==> src/rtl/traj_integrator.sv <==
module traj_integrator #(
  parameter int NSEG = 8,
  parameter int DW   = 16,
  parameter int VW   = 32,
  parameter int PW   = 48
) (
  input  logic                 clk,
  input  logic                 rst_n,
  input  logic                 seg_valid,
  output logic                 seg_ready,
  input  logic [1:0]           seg_type,
  input  logic [VW-1:0]        seg_value,
  input  logic [DW-1:0]        seg_dur,
  input  logic [VW-1:0]        seg_end_acc,
  input  logic [VW-1:0]        seg_end_vel,
  input  logic [PW-1:0]        seg_end_pos,
  input  logic                 start,
  input  logic                 cyc_en,
  output logic signed [VW-1:0] acc_o,
  output logic signed [VW-1:0] vel_o,
  output logic signed [PW-1:0] pos_o,
  output logic                 busy,
  output logic                 done
);
  localparam int IW = $clog2(NSEG + 1);
  localparam int AW = (NSEG > 1) ? $clog2(NSEG) : 1;

  logic [1:0]    m_type [NSEG];
  logic [VW-1:0] m_val  [NSEG];
  logic [DW-1:0] m_dur  [NSEG];
  logic [VW-1:0] m_ea   [NSEG];
  logic [VW-1:0] m_ev   [NSEG];
  logic [PW-1:0] m_ep   [NSEG];

  logic [IW-1:0] wr_cnt, rd_idx;
  logic [DW-1:0] step_cnt;

  logic [AW-1:0] ci;
  assign ci = rd_idx[AW-1:0];

  logic signed [VW-1:0] cval;
  assign cval = m_val[ci];

  assign seg_ready = !busy && (wr_cnt != IW'(NSEG));

  logic skip, adv, last_step, seg_end, fin;
  assign skip      = busy && (m_dur[ci] == '0);
  assign adv       = busy && cyc_en && !skip;
  assign last_step = adv && (DW'(step_cnt + 1'b1) == m_dur[ci]);
  assign seg_end   = skip || last_step;
  assign fin       = seg_end && (rd_idx == IW'(wr_cnt - 1'b1));

  logic signed [VW-1:0] a_nx, v_nx;
  logic signed [PW-1:0] p_nx;

  always_comb begin
    a_nx = acc_o;
    v_nx = vel_o;
    case (m_type[ci])
      2'd0: begin a_nx = acc_o + cval; v_nx = vel_o + a_nx; end
      2'd1: begin a_nx = cval;         v_nx = vel_o + cval; end
      2'd2: begin a_nx = '0;           v_nx = cval;         end
      default: ;
    endcase
    p_nx = pos_o + {{(PW-VW){v_nx[VW-1]}}, v_nx};
  end

  always_ff @(posedge clk) begin
    if (seg_valid && seg_ready) begin
      m_type[wr_cnt[AW-1:0]] <= seg_type;
      m_val[wr_cnt[AW-1:0]]  <= seg_value;
      m_dur[wr_cnt[AW-1:0]]  <= seg_dur;
      m_ea[wr_cnt[AW-1:0]]   <= seg_end_acc;
      m_ev[wr_cnt[AW-1:0]]   <= seg_end_vel;
      m_ep[wr_cnt[AW-1:0]]   <= seg_end_pos;
    end
  end

  always_ff @(posedge clk) begin
    if (!rst_n) begin
      acc_o <= '0; vel_o <= '0; pos_o <= '0;
      busy <= 1'b0; done <= 1'b0;
      wr_cnt <= '0; rd_idx <= '0; step_cnt <= '0;
    end else begin
      done <= fin;
      if (seg_valid && seg_ready) wr_cnt <= wr_cnt + 1'b1;
      if (start && !busy && wr_cnt != '0) begin
        busy <= 1'b1; rd_idx <= '0; step_cnt <= '0;
      end
      if (seg_end) begin
        acc_o    <= fin ? '0 : m_ea[ci];
        vel_o    <= fin ? '0 : m_ev[ci];
        pos_o    <= m_ep[ci];
        step_cnt <= '0;
        rd_idx   <= rd_idx + 1'b1;
        if (fin) begin busy <= 1'b0; wr_cnt <= '0; end
      end else if (adv) begin
        acc_o <= a_nx; vel_o <= v_nx; pos_o <= p_nx;
        step_cnt <= step_cnt + 1'b1;
      end
    end
  end


  done_pulse_chk: assert property (@(posedge clk) disable iff (!rst_n)
    done |=> !done);


  done_rest_chk: assert property (@(posedge clk) disable iff (!rst_n)
    done |-> (!busy && acc_o == '0 && vel_o == '0 && seg_ready));


  idle_hold_chk: assert property (@(posedge clk) disable iff (!rst_n)
    !busy |=> ($stable(pos_o) && $stable(vel_o) && $stable(acc_o)));


  hold_no_en_chk: assert property (@(posedge clk) disable iff (!rst_n)
    (busy && !cyc_en && !skip) |=> ($stable(pos_o) && $stable(vel_o) && $stable(acc_o)));


  start_empty_chk: assert property (@(posedge clk) disable iff (!rst_n)
    (start && !busy && wr_cnt == '0) |=> !busy);
endmodule

==> config.mk <==
export PLATFORM = sky130hd
export DESIGN_NAME = traj_integrator
export DESIGN_NICKNAME = d
export VERILOG_FILES = /design/src/rtl/traj_integrator.sv
export SDC_FILE = /design/constraint.sdc
export NUM_CORES = 2
export LEC_CHECK = 0
export BUFFER_PORTS_ARGS = -buffer_cell sky130_fd_sc_hd__buf_4
export CORE_MARGIN = 5
export CORE_UTILIZATION = 44
export DETAILED_ROUTE_END_ITERATION = 7
export PLACE_DENSITY_LB_ADDON = 0.25
export SYNTH_ARGS = -nofsm -noshare
export SYNTH_HDL_FRONTEND = slang
export SYNTH_SLANG_ARGS = --single-unit
export TNS_END_PERCENT = 5
==> constraint.sdc <==
create_clock -name clk -period 31.6 [get_ports clk]
set_clock_uncertainty 0.05 [all_clocks]
set_input_delay 3.16 -clock clk [delete_from_list [all_inputs] [get_ports clk]]
set_output_delay 3.16 -clock clk [all_outputs]
set_load 0.05 [all_outputs]
# [Word level (Yosys, flattened, before mapping)]
# Memories as Yosys holds them, arrays and structs flattened. A register that Yosys moved wholly into a read port is not among the register bits.
# Index checks and enable logic that the tools add are counted.
[word_totals] ff_bits=138 latchBits=0 ram_bits=1296 romBits=0 inputBits=167 wordCells=83 n_memories=6
[classes] n_addsub=8 mul=0 div=0 order_cmp=0 eq_ne=5 shifts=0 muxes=34 bitwise=1 reduce_logical=21
[memory_table] name="m_ep" depth=8 width=48 read_ports=1 rd_ports_with_merged_regs=1 wr=1 line_no="33" text="logic [PW-1:0] m_ep [NSEG];"
[memory_table] name="m_ea" depth=8 width=32 read_ports=1 rd_ports_with_merged_regs=1 wr=1 line_no="31" text="logic [VW-1:0] m_ea [NSEG];"
[memory_table] name="m_ev" depth=8 width=32 read_ports=1 rd_ports_with_merged_regs=1 wr=1 line_no="32" text="logic [VW-1:0] m_ev [NSEG];"
[memory_table] name="m_val" depth=8 width=32 read_ports=1 rd_ports_with_merged_regs=1 wr=1 line_no="29" text="logic [VW-1:0] m_val [NSEG];"
[memory_table] name="m_dur" depth=8 width=16 read_ports=1 rd_ports_with_merged_regs=1 wr=1 line_no="30" text="logic [DW-1:0] m_dur [NSEG];"
[memory_table] name="m_type" depth=8 width=2 read_ports=1 rd_ports_with_merged_regs=1 wr=1 line_no="28" text="logic [1:0] m_type [NSEG];"
[op_table] op="$mux W32" count=6
[op_table] op="$pmux W32 S3" count=2
[op_table] op="$add A32 B32 Y32" count=3
[op_table] op="$mux W48" count=2
[op_table] op="$add A48 B48 Y48" count=1
[op_table] op="$mux W3" count=12
[op_table] op="$mux W16" count=2
[op_table] op="$mux W4" count=5
[op_table] op="$add A16 B1 Y16 const B" count=1
[op_table] op="$eq A16 B16 Y1" count=1
[op_table] op="$logic_not A16 Y1" count=1
[op_table] op="$logic_and A1 B1 Y1" count=9
[op_table] op="$add A4 B1 Y4 const B" count=2
[op_table] op="$reduce_bool A4 Y1" count=2
[op_table] op="$reduce_bool A2 Y1" count=3
[op_table] op="$mux W1" count=5
[op_table] op="$eq A4 B4 Y1" count=1
[op_table] op="$ne A4 B4 Y1 const B" count=1
[op_table] op="$sub A4 B1 Y4 const B" count=1
[op_table] op="$eq A2 B1 Y1 const B" count=1
[op_table] op="$eq A2 B2 Y1 const B" count=1
[op_table] op="$logic_not A1 Y1" count=2
[op_table] op="$logic_not A2 Y1" count=1
[op_table] op="$reduce_and A2 Y1" count=1
[op_table] op="other kinds (3)" count=3

# [Longest topological paths before layout]
[depth] depth_word=9 depth_mapped=44 ltp_nobuf=37

# [Least setup slack after synthesis]
# OpenSTA, ideal clock, no wires.
[synth_timing] kind="input -> register" start="input seg_valid" end="memory m_dur[0][0], enable pin" setup_time_ps=881 arrival_ps=14315 required_ps=30669 setup_slack_ps=16354 cell_stages=2 n_path_buf=0 path_cell_list="nand3_1 > nor3_1"
[synth_between] elab_chain_len=3
[synth_lines] element="from (decl)" line_no="9" text="input logic seg_valid,"
[synth_lines] element="$logic_and A1 B1 Y1" line_no="69" text="if (seg_valid && seg_ready) begin"
[synth_lines] element="$mux W1" line_no="69"
[synth_lines] element="$mux W1 (not written as such)" line_no="72" text="m_dur[wr_cnt[AW-1:0]] <= seg_dur;"
[synth_lines] element="to (decl)" line_no="30"
# No other way between the ends.

==> results <==
- The initial antenna violation count was 22.
- The max-cap check violation count is 0.
- The first detailed-routing pass ran for 5 iterations.
- The number of hold buffers added after CTS is 0.
- The die is about 390 um wide.
- The number of different library cells in the post-synthesis netlist is 84.
- The via count of the first global-routing pass is about 35000.
- The class of the most critical setup path is flop to flop.
- During I/O placement, the number of pins put on the boundary was ~280.
- The largest net degree at the start of global routing is about 130.
- The number of enable-type register cells in the synthesized netlist is around 1300.
- The peak supply drop is roughly 0.044 mV.
- The top-area cell type share of the netlist area is 0.624.
- The number of failing setup endpoints in the final timing report is 0.
- Dividing total power by cell area gives a power density of roughly 59 mW/mm^2.
- Setup repair after global routing left no endpoint under its margin.
- Of the cells placed in the final design, the portion with a size suffix greater than 1 is 0.225.
- The path depth of the worst reg2reg path is 34.
- The number of gates resized after CTS was 0.
- The run finished with clean final reports.
- The biggest area contributor in the post-synthesis netlist is edfxtp_1.
- The most common flop cell mapped by yosys is edfxtp_1.
- The gate count of the mapped netlist is 3797.
- In this run the standard cell core region covers 0.141 sq mm.
- The first-iteration detailed-routing DRC count is around 3400.
- Before CTS, the worst setup slack after placement is 20260 ps.
- The critical path's slowest cell is buf_4.
- The count of final max-slew check failures is 0.
- The final non-filler cell area is between 0.07 and 0.08 sq mm.
- At the later pin of the worst-skew pair, clock insertion delay measures 800 ps.
- The routability congestion estimate is about 0.91.
- Measured on the finished design, the core utilization comes to 0.506.
- By area the synthesized netlist is led by edfxtp_1, mux4_2, dfxtp_1, ha_1, mux2i_1.
- For this run, the register share of the synthesized area comes to 0.669.
- The placement-stage cell area is 0.0665 sq mm.
- The layout overhead on the synthesized area is 14.5%.
- Dividing the detail-routed wire length by the instance count gives 27.6 um.
- The count of clock tree sinks is 1437.
- The post-synthesis instance area is around 0.062 sq mm.
- TritonCTS built the clock tree.
- When the netlist entered floorplanning its net count stood at between 4000 and 5000.
- At the pin with the least slew margin, the transition time is roughly 1100 ps.
- The completed layout was analyzed and its total power is 4.23 mW.
- The critical path required time is between 30000 and 40000 ps.
- Input and output buffers added on the ports amount to about 280.
- Wires add up to between 150000 and 200000 um.
- For this design the static power due to leakage is between 20 and 25 nW.
- The detail route stage leaves a number of antenna-violating nets equal to 0.
- The sum of negative setup slack is 0 ps.
- The first global-routing pass estimated roughly 240000 um of wire.
- The highest achievable clock rate is 0.0878 GHz.
- Counting instances, the worst hold path has a depth of 1.
- The worst stage delay on the critical path is between 700 and 800 ps.
- The die is slightly below 400 um tall.
- The top cell types in the final layout, fill and taps aside, are edfxtp_1, buf_4, mux4_2, a21oi_1, nand2_1.
- The number of endpoints with negative hold slack in the final report is 0.
- The minimum setup slack in the final design is between 20000 and 25000 ps.
- Leaving out fill and tap cells, the most frequent cell in the layout is edfxtp_1.
- The overall routing resource usage is 0.222.
- The critical path launch point type is a flop.
- The maximum buffer depth of the clock tree is 3.
- The die covers 0.149 sq mm.
- The fraction of the cycle the final worst path needs is 0.360.
- In the synthesized netlist the async set-or-reset flop fraction comes to 0.
- The maximum fanout count along the critical path is 100.
- The clock transition at the register clock pins on the worst setup and hold paths after CTS is around 60 ps.
- The initial utilization of the core area, before any placement, comes to 0.441.
- The total number of nets in the final design is 4381.
- The worst hold path belongs to the class flop to flop.
- The mean area per synthesized cell is 16.4 sq um.
- The worst setup path is captured at a flop.
- The total number of vias is between 30000 and 40000.
- The overflow left after global routing is 0.
- The number of warning messages in the yosys log is 0.
- Detailed placement finished with a half-perimeter wire length of ~110000 um.
- The DRC violation count after routing is 0.
- CTS placed an instance of clkbuf_16 at the clock tree root.
- The worst slew margin relative to its limit is 0.285.
- The final critical path time including I/O delays and setup is between 10000 and 15000 ps.
- Dividing the detail-routed via count by the number of cells gives around 5.8.
- The site row count is ~140.
- Synthesis inferred about 1400 register bits.
- The H-tree was split into 4 levels.
- The number of buffers added by the clock tree synthesis step is between 150 and 200.
- The post-CTS setup buffer count is 0.
- Data arrives at the worst endpoint at 12020 ps.
state kept, by name, summed over array words and instances, names as in the netlist, 32 cells and up, named ones only:
register and flops:
pos_o 48, m_val 256, m_ea 256, m_ep 384, vel_o 32, m_dur 128, m_ev 256, acc_o 32
routing by layer:
metal / global-route usage / wire [um]
met5: 0 / 88
met3: 0.0653 / 14400
met1: 0.305 / 70900
met2: 0.345 / 78500
met4: 0.0671 / 4840
report_power, final:
group | switching (mW) | internal, mW | leakage, nW
Clock | 0.755 | 0.973 | 2.35
Combinational | 0.245 | 0.123 | 8.26
Sequential | 0.0181 | 2.12 | 12.9
Total | 1.02 | 3.21 | 23.5
metrics by stage:
step           hold slack (ps)  cells
6_report                   429   6119
5_1_grt                    446   6111
4_1_cts                    427   6109
3_5_place_dp               418   5827
3_3_place_gp               420   5827
2_1_floorplan              393   3797
final cells by class:
class	count	area (sq um)
fill	11733	69800
sequential	1437	41800
tap	1890	2360
antenna	10	25.0
multi-input combinational	2103	19600
clock buffer	211	4150
inverter	59	221
timing repair buffer	338	2610
clock inverter	71	718
worst max-delay path, delay by kind of cell, from the launching register on:
family          cells  cell delay [ps]
compound gates     14             3910
xor+xnor            3              720
fa+ha+maj           3             1370
buf+inv             5             2010
flops               1              630
mux                 3             1170
simple gates        6             1170
cells by family after synthesis:
| group | Yosys count | share of synthesized area |
|---|---|---|
| flip-flops | 1437 | 0.669 |
| AO/OA/AOI/OAI | 732 | 0.0741 |
| AND/OR/NAND/NOR | 614 | 0.0472 |
| multiplexers | 504 | 0.146 |
| buffers and inverters | 257 | 0.0184 |
| XOR/XNOR | 130 | 0.0196 |
| adder cells (fa/ha/maj) | 123 | 0.0250 |
worst paths after layout:
| kind | slack (ps) | endpoint | from |
|---|---|---|---|
| setup / recovery | 20210 | pos_o[42] | flop |
| hold / removal | 430 | rd_idx[3] | rd_idx[3] |
| setup reg to reg | 20210 | pos_o[42] | flop |
| hold reg to reg | 430 | rd_idx[3] | rd_idx[3] |
synth_stat cells (23+ instances only):
cell / count
inv_1: 59
clkbuf_1: 110
edfxtp_1: 1296
xor2_1: 48
nor2b_1: 34
nand2_1: 198
a31oi_1: 25
a211oi_1: 23
and2_1: 28
dfxtp_1: 141
and3_1: 27
a22oi_1: 27
nand3_1: 58
mux2_2: 39
ha_1: 120
a21o_1: 68
nor2_1: 152
a21oi_1: 202
a21boi_1: 24
o21ai_0: 157
nor3_1: 37
o21ai_1: 28
mux2i_1: 143
xnor2_1: 76
buf_2: 58
mux4_2: 322
o211ai_1: 29
Power figures use the tool's default switching activity.
